File: config.mk
export PLATFORM = sky130hd
export DESIGN_NAME = prd_dma_walker
export DESIGN_NICKNAME = d
export VERILOG_FILES = /design/src/rtl/prd_dma_walker.sv
export SDC_FILE = /design/constraint.sdc
export NUM_CORES = 1
export LEC_CHECK = 0
export ABC_AREA = 1
export BUFFER_PORTS_ARGS = -buffer_cell sky130_fd_sc_hd__buf_2
export CAP_MARGIN = 15
export CORE_AREA = 5 5 122 124
export CTS_CLUSTER_SIZE = 30
export DETAILED_ROUTE_END_ITERATION = 10
export DIE_AREA = 0 0 127 129
export GPL_TIMING_DRIVEN = 0
export PLACE_DENSITY = 0.86
export SYNTH_ARGS = -nofsm -noshare
export SYNTH_HDL_FRONTEND = slang
export SYNTH_SLANG_ARGS = --single-unit
File: constraint.sdc
create_clock -name clk -period 3.15 [get_ports clk]
set_clock_uncertainty 0.05 [all_clocks]
set_input_delay 0.4725 -clock clk [delete_from_list [all_inputs] [get_ports clk]]
set_output_delay 0.4725 -clock clk [all_outputs]
set_load 0.05 [all_outputs]
File: src/rtl/prd_dma_walker.sv
module prd_dma_walker #(
  parameter int BUF_AW  = 12,
  parameter int BACKOFF = 200
) (
  input  logic              clk,
  input  logic              rst_n,
  input  logic              start,
  input  logic              to_mem,
  input  logic [31:0]       tbl_base,
  input  logic              abort,
  output logic              dsc_req,
  output logic [31:0]       dsc_addr,
  input  logic              dsc_ack,
  input  logic [63:0]       dsc_rdata,
  output logic              mem_req,
  output logic              mem_we,
  output logic [31:0]       mem_addr,
  output logic [15:0]       mem_wdata,
  input  logic              mem_busy,
  input  logic [15:0]       mem_rdata,
  output logic [BUF_AW-1:0] buf_idx,
  input  logic [15:0]       buf_rdata,
  output logic              buf_we,
  output logic [15:0]       buf_wdata,
  output logic              busy,
  output logic              done
);

  localparam int BOW = $clog2(BACKOFF + 1);

  typedef enum logic [1:0] {S_IDLE, S_FETCH, S_XFER} state_t;

  state_t            st;
  logic              dir_w, last, done_q;
  logic [31:0]       dptr, raddr;
  logic [16:0]       rem;
  logic [BOW-1:0]    boff;
  logic [BUF_AW-1:0] bidx;

  wire [15:0] cnt_h   = dsc_rdata[47:32];
  wire [16:0] eff_cnt = (cnt_h == 16'd0) ? 17'h10000 : {1'b0, cnt_h & 16'hFFFE};
  wire        eot     = dsc_rdata[63];
  wire        unused_bits = &{1'b0, dsc_rdata[62:48], dsc_rdata[0]};

  assign dsc_req   = (st == S_FETCH);
  assign dsc_addr  = dptr;
  assign mem_req   = (st == S_XFER) && (boff == '0);
  assign mem_we    = dir_w;
  assign mem_addr  = raddr;
  assign mem_wdata = buf_rdata;
  wire   beat      = mem_req & ~mem_busy;
  assign buf_idx   = bidx;
  assign buf_we    = beat & ~dir_w;
  assign buf_wdata = mem_rdata;
  assign busy      = (st != S_IDLE);
  assign done      = done_q;

  always_ff @(posedge clk) begin
    if (!rst_n) begin
      st     <= S_IDLE;
      dir_w  <= 1'b0;
      last   <= 1'b0;
      done_q <= 1'b0;
      dptr   <= '0;
      raddr  <= '0;
      rem    <= '0;
      boff   <= '0;
      bidx   <= '0;
    end else begin
      done_q <= 1'b0;
      if (abort) begin
        st   <= S_IDLE;
        boff <= '0;
      end else begin
        case (st)
          S_IDLE: if (start) begin
            st    <= S_FETCH;
            dptr  <= tbl_base;
            dir_w <= to_mem;
            bidx  <= '0;
          end
          S_FETCH: if (dsc_ack) begin
            raddr <= {dsc_rdata[31:1], 1'b0};
            rem   <= eff_cnt;
            last  <= eot;
            dptr  <= dptr + 32'd8;
            if (eff_cnt != 17'd0) st <= S_XFER;
            else if (eot) begin
              st     <= S_IDLE;
              done_q <= 1'b1;
            end
          end
          S_XFER: begin
            if (mem_req && mem_busy) boff <= BOW'(BACKOFF);
            else if (boff != '0)     boff <= boff - BOW'(1);
            if (beat) begin
              raddr <= raddr + 32'd2;
              rem   <= rem - 17'd2;
              bidx  <= bidx + BUF_AW'(1);
              if (rem == 17'd2) begin
                if (last) begin
                  st     <= S_IDLE;
                  done_q <= 1'b1;
                end else st <= S_FETCH;
              end
            end
          end
          default: st <= S_IDLE;
        endcase
      end
    end
  end

endmodule

Yosys cells after proc, flatten, opt, wreduce, memory -nomap -nowiden
Index checks and enable logic that the tools add are counted.
{"block": "classes", "n_eq_ne": 8, "n_mux": 30, "n_addsub": 5, "bitwise": 6, "reduce_logical": 20}
{"op": "two-way mux 32 bit", "n": 4}
{"op": "case mux 32 bit (2 select lines)", "n": 2}
{"op": "two-way mux 17 bit", "n": 3}
{"op": "case mux 17 bit (2 select lines)", "n": 1}
{"op": "adder 32 x 2 -> 32 bit, second input constant", "n": 1}
{"op": "adder 32 x 4 -> 32 bit, second input constant", "n": 1}
{"op": "two-way mux 12 bit", "n": 2}
{"op": "case mux 12 bit (2 select lines)", "n": 1}
{"op": "equality test 17 x 2 -> 1 bit, second input constant", "n": 1}
{"op": "nonzero test 17 bit", "n": 1}
{"op": "subtractor 17 x 2 -> 17 bit, second input constant", "n": 1}
{"op": "logical NOT 16 bit", "n": 1}
{"op": "two-way mux 8 bit", "n": 2}
{"op": "adder 12 x 1 -> 12 bit, second input constant", "n": 1}
{"op": "two-way mux 2 bit", "n": 6}
{"op": "AND reduction 4 bit", "n": 3}
{"op": "nonzero test 2 bit", "n": 5}
{"op": "logical NOT 8 bit", "n": 1}
{"op": "nonzero test 8 bit", "n": 1}
{"op": "subtractor 8 x 1 -> 8 bit, second input constant", "n": 1}
{"op": "two-way mux 1 bit", "n": 7}
{"op": "case mux 2 bit (3 select lines)", "n": 1}
{"op": "AND reduction 3 bit", "n": 2}
{"op": "AND reduction 5 bit", "n": 1}
{"op": "12 further kinds", "n": 19}
{"block": "word_totals", "word_cells": 78, "regBits": 106, "out_inout_bits": 114}

Logic depth before layout (Yosys ltp)
Gate-level depths: netlist of the first run.
{"block": "logic_depth", "word_depth": 6, "depth_mapped": 15, "depth_no_buf": 13}

Least setup slack after synthesis of the first run
OpenSTA, ideal clock, no wires.
{"block": "synth_path", "path_kind": "reg-to-output", "startpoint": "register st[0]", "endpoint": "output buf_we", "setup_slack_ns": -0.179, "t_required_ns": 2.627, "n_path_buf": 1, "path_stages_with_launch": 8, "arrival_ns": 2.807, "cell_sequence": "dfxtp_1 > inv_1 > ha_1 > buf_2 > inv_1 > nor3_1 > nand2_1 > nor2_1"}
{"block": "synth_between", "elab_chain_cells": 4}
{"item": "start: declaration", "line": "33", "rtl": "state_t st;"}
{"item": "start signal: assignment", "line": "60", "rtl": "st <= S_IDLE;"}
{"item": "start signal: assignment", "line": "72", "rtl": "st <= S_IDLE;"}
{"item": "start signal: assignment", "line": "77", "rtl": "st <= S_FETCH;"}
{"item": "equality test 2 bit", "line": "47", "rtl": "assign mem_req = (st == S_XFER) && (boff == '0);"}
{"item": "logical AND 1 bit", "line": "47"}
{"item": "via mem_req", "line": "15", "rtl": "output logic mem_req,"}
{"item": "bitwise AND 1 bit", "line": "51", "rtl": "wire beat = mem_req & ~mem_busy;"}
{"item": "bitwise AND 1 bit", "line": "53", "rtl": "assign buf_we = beat & ~dir_w;"}
{"item": "end: declaration", "line": "23", "rtl": "output logic buf_we,"}
The timed path passes the listed nets, and every way through them passes these cells.

Worst setup path in the final report of the first run
{"block": "layout_path", "startpoint": "register st[0]", "endpoint": "output buf_we"}
{"block": "layout_between", "elab_chain_cells": 4}
{"item": "equality test 2 bit", "line": "47"}
{"item": "logical AND 1 bit", "line": "47"}
{"item": "bitwise AND 1 bit", "line": "51"}
{"item": "bitwise AND 1 bit", "line": "53"}
No other way between the ends.

==> key figures, run 1 <==
Logic synthesis
  • Sequential-to-total area share from yosys stat: 28.1%
  • Async set-reset flop share out of synthesis: 0%
  • Post-Synthesis Cells: 1244
  • Synth Register Bits: 104
  • Post-synth EDFFs: 0
  • Syn_nets: 1388
  • Synthesized area per cell: 5.95 um2
  • Distinct cells, synth: 42
  • YS warnings: 0
  • Synthesized area: 7400 um2
  • Top FF cell, synth: dfxtp_1

Placed design
  • Port-buffer cells: 199
  • Routability Congestion: 0.999
  • HPWL Detailed: 19300 um

Detailed routing
  • Initial drt markers: 814
  • Routed Wire Length: 24900 um
  • Routed Antenna Nets: 0
  • Number of vias in the routed layout: 8928
  • WL per Instance: 15.2 um
  • Number of remaining DRC errors: 0
  • Drt pass-1 iters: 7
  • DR vias/cell: 5.44

Clocking
  • Number of setup buffers added after CTS: 0
  • Reg clk slew, reported paths: 0.07 ns
  • CTS buffer count: 9
  • Clock Latency Late Sink: 0.37 ns
  • Maximum clock insertion buffer count: 2
  • Root buf cell: clkbuf_16
  • H-tree levels: 3
  • CTS tree: done
  • Clock Sinks: 104
  • # hold bufs at CTS: 0
  • # resized after CTS: 0

Cells and area
  • Post-layout nets: 1598
  • Area growth syn-to-layout: 20.7%
  • # fillers: 1335
  • Layout cells sized above 1: 20.9%
  • FF/Latch Area: 2080 um2
  • Multi-input gate area: 4500 um2

Floorplanning
  • Chip height: 129 um
  • # IOs: 249
  • Core Area: 13700 um2
  • Die W: 127 um
  • Initial core utilization: 54.1%
  • DIE AREA: 16400 um2
  • Rows: 43

Critical path
  • Setup crit start: st[0]$_SDFFE_PP0P_
  • RR Startpoint: st[0]$_SDFFE_PP0P_
  • CP cell instances: inv_1 > ha_1 > buf_2 > inv_1 > nor3_2 > nand2_1 > nor2_1 > buf_2
  • Worst setup EP type: primary output
  • Max FO, Critical Path: 6
  • Slowest CP cell: dfxtp_1
  • Crit Path Class: reg2out
  • WP data required: 2.63 ns
  • Arrival time of the worst setup path: 2.05 ns
  • Startpoint Class: register
  • Crit-path max cell delay: 0.34 ns

STA
  • Period utilization: 81.7%
  • Setup-failing EPs final: 0
  • RSZ-0062 raised after global routing: no
  • Final Hold Viols: 0
  • Post-route minimum period: 2.57 ns
  • F_max: 389 MHz
  • Slew Limit Fails: 0
  • Slew margin rel.: 47.7%
  • Total Neg Setup Slack: 0 ns
  • Slew @ Worst Pin: 0.785 ns

Pwr
  • Cell Pwr Density: 446 nW/um2
  • Leakage power: 3.89 nW
  • Worst VDD drop: 0.000298 V
  • Total power: 3.98 mW

Global routing
  • Vias in the first global route: 8072
  • Largest net degree at the start of global routing: 19
  • Initial antenna violation count: 4
  • First-pass GRT wire length: 39600 um
  • Congestion Overflow GR: 0
  • Tot GR Track Use: 29.8%

Min path
  • Hold Startpoint: to_mem
  • Class of the worst hold path: in2reg

Job
  • Max-cap viol count: 0

Run status
  • Status: completed
==> sequential cells by signal (all words and copies together), names as in the netlist <==
signal and flops:
dsc_addr 32, mem_addr 31, rem 16, buf_idx 12, boff 8, st 2, done 1, last 1
mem_we 1
==> critical path, delay by kind of cell, from the launching register on <==
family / cells / cell delay, ns
buf+inv: 4 / 0.66
simple gates: 3 / 0.55
flops: 1 / 0.34
fa+ha+maj: 1 / 0.14
==> power by group <==
part           total [mW]  switching, mW  internal [mW]
logic                1.27          0.891          0.378
clock network        1.18          0.557          0.626
registers            1.53          0.126           1.40
total                3.98           1.57           2.41
==> worst paths after layout <==
| check | end | slack, ns | depth (start not counted) |
|---|---|---|---|
| hold / removal | mem_we$_SDFFE_PN0P_ | 0.29 | 3 |
| setup reg to reg | rem[4]$_SDFFE_PN0P_ | 0.85 | 9 |
| setup / recovery | buf_we | 0.58 | 8 |
| hold reg to reg | boff[0]$_SDFFE_PP0P_ | 0.41 | 1 |
==> stage by stage <==
stage          instances  hold WS (ns)  util, %  cell area [um2]  setup WS (ns)
2_1_floorplan       1244         0.376        -             7400          0.317
3_3_place_gp        1623         0.396     63.1             8620          0.918
3_5_place_dp        1623         0.399     63.1             8620          0.885
4_1_cts             1639         0.279     65.3             8930          0.568
5_1_grt             1640         0.342     65.3             8930          0.384
6_report            1640         0.289     65.3             8930          0.576
==> logic make-up after synthesis <==
logic type / share of synthesized area, %
simple gates: 42.3
other cells: 0.0507
buf+inv: 11.1
flops: 28.1
fa+ha+maj: 1.52
xor+xnor: 2.37
compound gates: 14.5
==> placed cells by master (no fill, tap or decap), types with 2 or more instances in the layout <==
| cell | n |
|---|---|
| nand4_1 | 9 |
| a21oi_2 | 2 |
| buf_4 | 33 |
| xor2_1 | 16 |
| inv_6 | 2 |
| o211ai_1 | 2 |
| o211ai_2 | 2 |
| nor3_1 | 11 |
| buf_6 | 7 |
| inv_1 | 82 |
| o31ai_1 | 2 |
| nor3b_1 | 2 |
| dfxtp_1 | 104 |
| o21ai_1 | 3 |
| o211a_1 | 2 |
| nor2_2 | 8 |
| o21ai_0 | 72 |
| nand2_1 | 356 |
| ha_1 | 9 |
| nor2_4 | 2 |
| nand2_2 | 5 |
| a31oi_1 | 7 |
| nor2_1 | 240 |
| clkinv_2 | 2 |
| clkbuf_16 | 9 |
| buf_2 | 214 |
| inv_2 | 3 |
| or2_2 | 7 |
| nand3_1 | 77 |
| a21oi_1 | 100 |
| clkbuf_1 | 19 |
| nand2_8 | 2 |
| buf_1 | 5 |
| nand3b_1 | 22 |
| o22ai_1 | 4 |
| xnor2_1 | 4 |
==> final cells by class <==
| cell class | instances | share of cell area [%] |
|---|---|---|
| clock inverter | 7 | 0.855 |
| buffer | 79 | 5.51 |
| timing repair buffer | 199 | 11.2 |
| antenna | 1 | 0.0280 |
| sequential | 104 | 23.3 |
| inverter | 87 | 3.69 |
| multi-input combinational | 974 | 50.4 |
| clock buffer | 9 | 2.52 |
| tap | 180 | 2.52 |
==> cell usage after synthesis, types with 2 or more instances <==
cell type / number / area [um2]
o211a_1: 2 / 20.0
nor3b_1: 2 / 15.0
clkbuf_1: 19 / 71.3
ha_1: 9 / 113
o31ai_1: 2 / 15.0
nand3b_1: 22 / 165
inv_1: 82 / 308
buf_2: 15 / 75.1
nand4_1: 9 / 56.3
xor2_1: 16 / 140
o211ai_2: 2 / 25.0
buf_6: 7 / 78.8
nor2_4: 2 / 22.5
nor2_1: 240 / 901
a31oi_1: 7 / 43.8
nand2_1: 356 / 1340
o211ai_1: 2 / 15.0
a21oi_1: 100 / 500
buf_4: 33 / 248
or2_2: 7 / 43.8
o21ai_1: 3 / 15.0
buf_1: 5 / 18.8
nand2_8: 2 / 40.0
dfxtp_1: 104 / 2080
xnor2_1: 4 / 35.0
inv_2: 3 / 11.3
nor3_1: 12 / 60.1
nand3_1: 77 / 385
a21oi_2: 2 / 17.5
o21ai_0: 72 / 360
nand2_2: 5 / 31.3
nor2_2: 8 / 50.1
o22ai_1: 4 / 25.0
==> layer usage <==
layer	wire length [um]	vias up	GRT usage, %
met3	2630	69	6.72
met2	11300	464	47.9
met4	833	6	12.8
li1	-	4386	-
met1	10200	4003	38.5
met5	28	-	0
(Power assumes the default switching activity.)
==> run 2: changes to the inputs <==
--- a/config.mk
+++ b/config.mk
@@ -5,7 +5,7 @@
 export SDC_FILE = /design/constraint.sdc
 export NUM_CORES = 1
 export LEC_CHECK = 0
-export ABC_AREA = 1
+export ABC_AREA = 0
 export BUFFER_PORTS_ARGS = -buffer_cell sky130_fd_sc_hd__buf_2
 export CAP_MARGIN = 15
 export CORE_AREA = 5 5 122 124
@@ -13,7 +13,7 @@
 export DETAILED_ROUTE_END_ITERATION = 10
 export DIE_AREA = 0 0 127 129
 export GPL_TIMING_DRIVEN = 0
-export PLACE_DENSITY = 0.86
+export PLACE_DENSITY = 0.8
 export SYNTH_ARGS = -nofsm -noshare
 export SYNTH_HDL_FRONTEND = slang
 export SYNTH_SLANG_ARGS = --single-unit
==> constraint.sdc (replaced) <==
create_clock -name clk -period 2.5 [get_ports clk]
set_clock_uncertainty 0.05 [all_clocks]
set_input_delay 0.375 -clock clk [delete_from_list [all_inputs] [get_ports clk]]
set_output_delay 0.375 -clock clk [all_outputs]
set_load 0.05 [all_outputs]
==> key figures, run 2 <==
Cells and area
  • Most frequent cells in the layout: buf_2, dfxtp_1, nor2_1 (was nand2_1, nor2_1, buf_2)
  • Leading cell type in the layout, fill and taps excluded: buf_2 (was nand2_1)
  • Multi-input gate area: 4140 um2 (was 4500 um2)
  • Post-layout nets: 1251 (was 1598)
  • Layout cells sized above 1: 30.0% (was 20.9%)
  • Final design utilization: 62.0% (was 65.3%)
  • Area growth syn-to-layout: 26.0% (was 20.7%)
  • Post-route cell area: 8470 um2 (was 8930 um2)
  • Flip-flop count of the largest register after layout: 32 (unchanged)
  • FF/Latch Area: 2090 um2 (was 2080 um2)
  • # fillers: 1265 (was 1335)
  • # diodes: 0 (was 1)

Detailed routing
  • Routed Wire Length: 25100 um (was 24900 um)
  • Routed Antenna Nets: 0 (unchanged)
  • DR vias/cell: 6.33 (was 5.44)
  • Initial drt markers: 1269 (was 814)
  • WL per Instance: 19.4 um (was 15.2 um)
  • Number of vias in the routed layout: 8181 (was 8928)
  • Drt pass-1 iters: 6 (was 7)
  • Number of remaining DRC errors: 0 (unchanged)

Global routing
  • First-pass GRT wire length: 38300 um (was 39600 um)
  • Congestion Overflow GR: 0 (unchanged)
  • Vias in the first global route: 7499 (was 8072)
  • Largest net degree at the start of global routing: 17 (was 19)
  • Initial antenna violation count: 1 (was 4)
  • Tot GR Track Use: 29.0% (was 29.8%)

Placed design
  • Routability Congestion: 0.980 (was 0.999)
  • Port-buffer cells: 196 (was 199)
  • HPWL Detailed: 18200 um (was 19300 um)
  • Worst setup slack after placement: -0.422 ns (was 0.885 ns)
  • Placed Area: 7940 um2 (was 8620 um2)

STA
  • Period utilization: 100%
  • Slew @ Worst Pin: 0.971 ns (was 0.785 ns)
  • F_max: 400 MHz
  • RSZ-0062 raised after global routing: yes (was no)
  • Slew Limit Fails: 0 (unchanged)
  • Slew margin rel.: 34.7% (was 47.7%)
  • Setup-failing EPs final: 1 (was 0)
  • Setup ws final: -0.000137 ns (was 0.576 ns)
  • Worst hold slack: 0.191 ns (was 0.289 ns)
  • Final Hold Viols: 0 (unchanged)
  • Post-route minimum period: 2.50 ns

Logic synthesis
  • YS warnings: 0 (unchanged)
  • Synthesized area: 6730 um2 (was 7400 um2)
  • Distinct cells, synth: 76 (was 42)
  • Largest cells by area after synthesis: dfxtp_1, a21oi_1, o21ai_0, nor2_1, buf_4 (was dfxtp_1, nand2_1, nor2_1, a21oi_1, nand3_1)
  • Commonest cells in the netlist: dfxtp_1, nor2_1, a21oi_1 (was nand2_1, nor2_1, dfxtp_1)
  • Count leader, synth: dfxtp_1 (was nand2_1)
  • Largest family of logic cells by synthesized area: simple AND/OR/NAND/NOR gates (unchanged)
  • Syn_nets: 1034 (was 1388)
  • Post-synth EDFFs: 0 (unchanged)
  • Top FF cell, synth: dfxtp_1 (unchanged)
  • Sequential-to-total area share from yosys stat: 31.0% (was 28.1%)
  • Mux cell area share after synthesis: 1.51% (was 0%)
  • XOR/XNOR share of the synthesized area: 1.43% (was 2.37%)
  • Synthesized area per cell: 7.56 um2 (was 5.95 um2)
  • Synth Register Bits: 104 (unchanged)
  • Adder-cell share of the synthesized area: 1.67% (was 1.52%)
  • Post-Synthesis Cells: 890 (was 1244)
  • Yosys top cell area share: 31.0% (was 28.1%)
  • Post-Synth Simple-Gate Area: 29.0% (was 42.3%)
  • Leading area contributor after synthesis: dfxtp_1 (unchanged)
  • Async set-reset flop share out of synthesis: 0% (unchanged)
  • Compound-Gate Fraction of Synth Area: 26.5% (was 14.5%)

Critical path
  • Arrival time of the worst setup path: 2.08 ns (was 2.05 ns)
  • Startpoint Class: register (unchanged)
  • Crit Path Class: reg2out (unchanged)
  • Max FO, Critical Path: 5 (was 6)
  • Critical Path End: buf_we (unchanged)
  • RR Startpoint: st[1]$_SDFFE_PP0P_ (was st[0]$_SDFFE_PP0P_)
  • Setup crit start: st[1]$_SDFFE_PP0P_ (was st[0]$_SDFFE_PP0P_)
  • Worst setup EP type: primary output (unchanged)
  • Depth of the worst register-to-register path: 8 (was 9)
  • R2R setup slack: 0.02 ns (was 0.85 ns)
  • WP data required: 2.08 ns (was 2.63 ns)
  • RR Endpoint: boff[0]$_SDFFE_PP0P_ (was rem[4]$_SDFFE_PN0P_)

Floorplanning
  • Initial core utilization: 49.2% (was 54.1%)
  • DIE AREA: 16400 um2 (unchanged)
  • Die W: 127 um (unchanged)
  • # IOs: 249 (unchanged)
  • Core Area: 13700 um2 (unchanged)
  • Chip height: 129 um (unchanged)
  • Rows: 43 (unchanged)

Pwr
  • Leakage power: 3.50 nW (was 3.89 nW)
  • Worst VDD drop: 0.000370 V (was 0.000298 V)
  • Total power: 4.45 mW (was 3.98 mW)
  • Cell Pwr Density: 525 nW/um2 (was 446 nW/um2)

Clocking
  • H-tree levels: 3 (unchanged)
  • Clock Latency Late Sink: 0.36 ns (was 0.37 ns)
  • Clock Sinks: 104 (unchanged)
  • # hold bufs at CTS: 0 (unchanged)
  • Root buf cell: clkbuf_16 (unchanged)
  • Maximum clock insertion buffer count: 2 (unchanged)
  • CTS buffer count: 9 (unchanged)
  • CTS tree: done (unchanged)
  • Reg clk slew, reported paths: 0.08 ns (was 0.07 ns)

Run status
  • Failing checks: setup timing
  • Status: finished with violations (was completed)

Min path
  • Class of the worst hold path: in2reg (unchanged)

Job
  • Max-cap viol count: 0 (unchanged)
-- run 2: cell types whose count changed after synthesis, moves of 29 or more --
cell / before / now
nand3_1: 77 / 27
nor4_1: 0 / 29
inv_1: 82 / 26
nand2_1: 356 / 62
nor2_1: 240 / 86
a21oi_1: 100 / 69
-- run 2: per-stage QoR --
stage	std cells	setup TNS, ns
floorplan	890	-0.159
global placement	1266	-9.57
detailed placement	1266	-11.45
CTS	1286	0
global route	1292	-0.320
finish	1292	-0.000137
-- run 2: worst min path at each step --
stage	startpoint	depth (start not counted)	slack (ns)	end
CTS	to_mem	3	0.20	mem_we$_SDFFE_PN0P_
finish	to_mem	3	0.19	mem_we$_SDFFE_PN0P_
global route	tbl_base[2]	3	0.24	dsc_addr[2]$_SDFFE_PN0P_
detailed placement	buf_idx[11]$_SDFFE_PN0P_	2	0.43	buf_idx[11]$_SDFFE_PN0P_
global placement	buf_idx[11]$_SDFFE_PN0P_	2	0.42	buf_idx[11]$_SDFFE_PN0P_
floorplan	rem[15]$_SDFFE_PN0P_	2	0.41	rem[15]$_SDFFE_PN0P_
-- run 2: timing repair --
item,CTS,global route
gates resized for setup,22,42
buffers inserted,4,8
pin swaps,2,3
setup endpoints to repair,67,82
-- run 2: per-layer routing --
| layer | track usage (%) | routed length, um | vias to the layer above |
|---|---|---|---|
| met4 | 12.2 | 735 | 2 |
| met3 | 7.97 | 3170 | 76 |
| met1 | 35.8 | 9470 | 3794 |
| li1 | - | - | 3724 |
| met5 | 0 | 13 | - |
| met2 | 47.8 | 11700 | 585 |
-- run 2: logic make-up after synthesis --
| family | Yosys count |
|---|---|
| buffers and inverters | 120 |
| adder cells (fa/ha/maj) | 9 |
| AND/OR/NAND/NOR | 368 |
| XOR/XNOR | 11 |
| AO/OA/AOI/OAI | 267 |
| flip-flops | 104 |
| multiplexers | 10 |
| other | 1 |
-- run 2: layout make-up --
class | count | area share, %
Multi-Input combinational cell | 666 | 48.9
Sequential cell | 104 | 24.6
Timing Repair Buffer | 208 | 12.7
Buffer | 92 | 6.32
Clock buffer | 11 | 2.98
Tap cell | 180 | 2.66
Inverter | 26 | 1.15
Clock inverter | 5 | 0.650
-- run 2: power breakdown --
| part | switching (mW) | internal [mW] | leakage, nW |
|---|---|---|---|
| clock | 0.698 | 0.830 | 0.148 |
| combinational | 0.740 | 0.348 | 2.50 |
| sequential | 0.102 | 1.73 | 0.847 |
-- run 2: worst max-delay path, stage by stage, from the launching register on --
cell	delay, ns
dfxtp_2	0.34
buf_4	0.12
ha_1	0.30
nand4bb_1	0.28
or2_4	0.35
nor3_2	0.13
buf_6	0.18
==> run 3: changes to the inputs <==
--- a/config.mk
+++ b/config.mk
@@ -14,6 +14,7 @@
 export DIE_AREA = 0 0 127 129
 export GPL_TIMING_DRIVEN = 0
 export PLACE_DENSITY = 0.8
+export REMOVE_ABC_BUFFERS = 1
 export SYNTH_ARGS = -nofsm -noshare
 export SYNTH_HDL_FRONTEND = slang
 export SYNTH_SLANG_ARGS = --single-unit
==> key figures, run 3 (synthesized netlist as in run 2, its figures left out) <==
Global routing
  • Tot GR Track Use: 28.3% (was 29.0%)
  • First-pass GRT wire length: 36900 um (was 38300 um)
  • Largest net degree at the start of global routing: 58 (was 17)
  • Initial antenna violation count: 0 (was 1)
  • Vias in the first global route: 6637 (was 7499)
  • Congestion Overflow GR: 0 (unchanged)

Critical path
  • Slowest CP cell: or4_1 (was or2_4)
  • CP cell instances: inv_4 > ha_4 > buf_12 > nor2b_4 > or4_4 > or4_1 > or4_1 > o211ai_1 (was buf_4 > ha_1 > nand4bb_1 > or2_4 > nor3_2 > buf_6)
  • Worst setup EP type: register (was primary output)
  • Max FO, Critical Path: 7 (was 5)
  • Family with the most delay on the worst path: simple AND/OR/NAND/NOR gates (unchanged)
  • Crit Path Class: reg2reg (was reg2out)
  • Startpoint Class: register (unchanged)
  • Buf/Inv on CP: 2 (unchanged)
  • Cell mode on critical path: or4_1
  • Crit-path max cell delay: 0.48 ns (was 0.35 ns)
  • WP data required: 2.72 ns (was 2.08 ns)
  • Arrival time of the worst setup path: 2.65 ns (was 2.08 ns)

Detailed routing
  • Routed Antenna Nets: 0 (unchanged)
  • Initial drt markers: 804 (was 1269)
  • WL per Instance: 20.8 um (was 19.4 um)
  • Number of remaining DRC errors: 0 (unchanged)
  • Drt pass-1 iters: 5 (was 6)
  • Routed Wire Length: 24900 um (was 25100 um)
  • Number of vias in the routed layout: 7643 (was 8181)
  • DR vias/cell: 6.38 (was 6.33)

STA
  • Setup ws final: 0.0669 ns (was -0.000137 ns)
  • Slew margin rel.: 44.4% (was 34.7%)
  • F_max: 411 MHz (was 400 MHz)
  • Worst hold slack: 0.208 ns (was 0.191 ns)
  • Total Neg Setup Slack: 0 ns (was -0.000137 ns)
  • Final Hold Viols: 0 (unchanged)
  • Post-route minimum period: 2.43 ns (was 2.50 ns)
  • Setup-failing EPs final: 0 (was 1)
  • Slew @ Worst Pin: 0.827 ns (was 0.971 ns)
  • Slew Limit Fails: 0 (unchanged)
  • Period utilization: 97.3% (was 100%)

Clocking
  • Maximum clock insertion buffer count: 2 (unchanged)
  • CTS buffer count: 9 (unchanged)
  • Clock Latency Late Sink: 0.35 ns (was 0.36 ns)
  • Root buf cell: clkbuf_16 (unchanged)
  • Clock Sinks: 104 (unchanged)
  • Reg clk slew, reported paths: 0.07 ns (was 0.08 ns)
  • H-tree levels: 3 (unchanged)
  • CTS tree: done (unchanged)

Pwr
  • Psw: 1.37 mW (was 1.54 mW)
  • Total power: 4.22 mW (was 4.45 mW)
  • Power Internal: 2.85 mW (was 2.91 mW)
  • Sw frac: 32.4% (was 34.6%)
  • Comb power frac: 22.1% (was 24.5%)
  • Cell Pwr Density: 516 nW/um2 (was 525 nW/um2)
  • Worst VDD drop: 0.000373 V (was 0.000370 V)
  • Leakage power: 3.24 nW (was 3.50 nW)
  • Flop pwr share: 43.4% (was 41.2%)
  • Clk pwr share: 34.6% (was 34.3%)

Placed design
  • Worst setup slack after placement: -0.850 ns (was -0.422 ns)
  • Port-buffer cells: 167 (was 196)
  • Placed Area: 7420 um2 (was 7940 um2)
  • HPWL Detailed: 16300 um (was 18200 um)
  • Routability Congestion: 0.863 (was 0.980)
  • Placed cell count: 1150 (was 1266)

Cells and area
  • FF/Latch Area: 2090 um2 (about the same)
  • Flip-flop count of the largest register after layout: 32 (unchanged)
  • Area growth syn-to-layout: 21.7% (was 26.0%)
  • Layout cells sized above 1: 27.0% (was 30.0%)
  • Post-route cell area: 8190 um2 (was 8470 um2)
  • Leading cell type in the layout, fill and taps excluded: buf_2 (unchanged)
  • Post-layout nets: 1157 (was 1251)
  • Final design utilization: 59.9% (was 62.0%)
  • Multi-input gate area: 4240 um2 (was 4140 um2)
  • Most frequent cells in the layout: buf_2, dfxtp_1, nor2_1 (unchanged)
  • # diodes: 0 (unchanged)
  • Non-Filler Instances: 1198 (was 1292)
  • # fillers: 1253 (was 1265)

Floorplanning
  • Die W: 127 um (unchanged)
  • Rows: 43 (unchanged)
  • Core Area: 13700 um2 (unchanged)
  • DIE AREA: 16400 um2 (unchanged)
  • Chip height: 129 um (unchanged)
  • # IOs: 249 (unchanged)
  • Initial core utilization: 49.2% (unchanged)

Min path
  • Class of the worst hold path: in2reg (unchanged)

Job
  • Max-cap viol count: 0 (unchanged)

Run status
  • Status: completed (was finished with violations)
[run 3: cell count changes in the layout (fill, tap and decap cells not counted), sizes merged]
cell,delta
buf,-60
clkbuf,-42
nor2,+3
clkinvlp,+2
inv,-2
nand2b,+2
bufbuf,+1
clkinv,+1
or4,+1
[run 3: area by class of cell]
| type | instances | share of cell area (%) |
|---|---|---|
| repair buffers | 199 | 14.9 |
| clock buffers | 11 | 2.96 |
| clock inverters | 5 | 0.688 |
| repair inverters | 1 | 0.0611 |
| multi-input cells | 672 | 51.8 |
| well taps | 180 | 2.75 |
| flip-flops and latches | 104 | 25.5 |
| inverters | 26 | 1.31 |
[run 3: per-layer routing]
| layer | track usage [%] | wire length (um) | vias up |
|---|---|---|---|
| met4 | 7.89 | 388 | 2 |
| met1 | 38.9 | 10600 | 3568 |
| met3 | 11.5 | 3250 | 37 |
| li1 | - | - | 3544 |
| met5 | 3.82 | 63 | - |
| met2 | 40.7 | 10600 | 492 |
[run 3: tightest hold or removal path, delay by kind of cell]
kind / cells / cell delay, ns
buf+inv: 1 / 0.07
simple gates: 1 / 0.07
mux: 1 / 0.05
[run 3: repair_timing]
action,CTS,global route
setup endpoints to repair,77,49
pin swaps,4,5
gates resized for setup,22,16
buffers inserted,10,12
cloned,6,3
hold buffers,0,0
[run 3: power by group through the flow]
stage / registers, mW / logic, mW / clock network (mW)
final: 1.83 / 0.932 / 1.46
after global routing: 1.84 / 0.997 / 1.53
after CTS: 1.82 / 0.893 / 1.47
after detailed placement: 1.86 / 0.841 / 0
after global placement: 1.86 / 0.820 / 0
after floorplan: 2.05 / 0.364 / 0
[run 3: final timing paths]
path         depth (start not counted)  slack (ns)                         to                startpoint
min reg2reg                          2        0.44   buf_idx[11]$_SDFFE_PN0P_  buf_idx[11]$_SDFFE_PN0P_
min                                  3        0.21        mem_we$_SDFFE_PN0P_                    to_mem
max reg2reg                          8        0.07  dsc_addr[31]$_SDFFE_PN0P_        st[1]$_SDFFE_PP0P_
max                                  8        0.07  dsc_addr[31]$_SDFFE_PN0P_        st[1]$_SDFFE_PP0P_
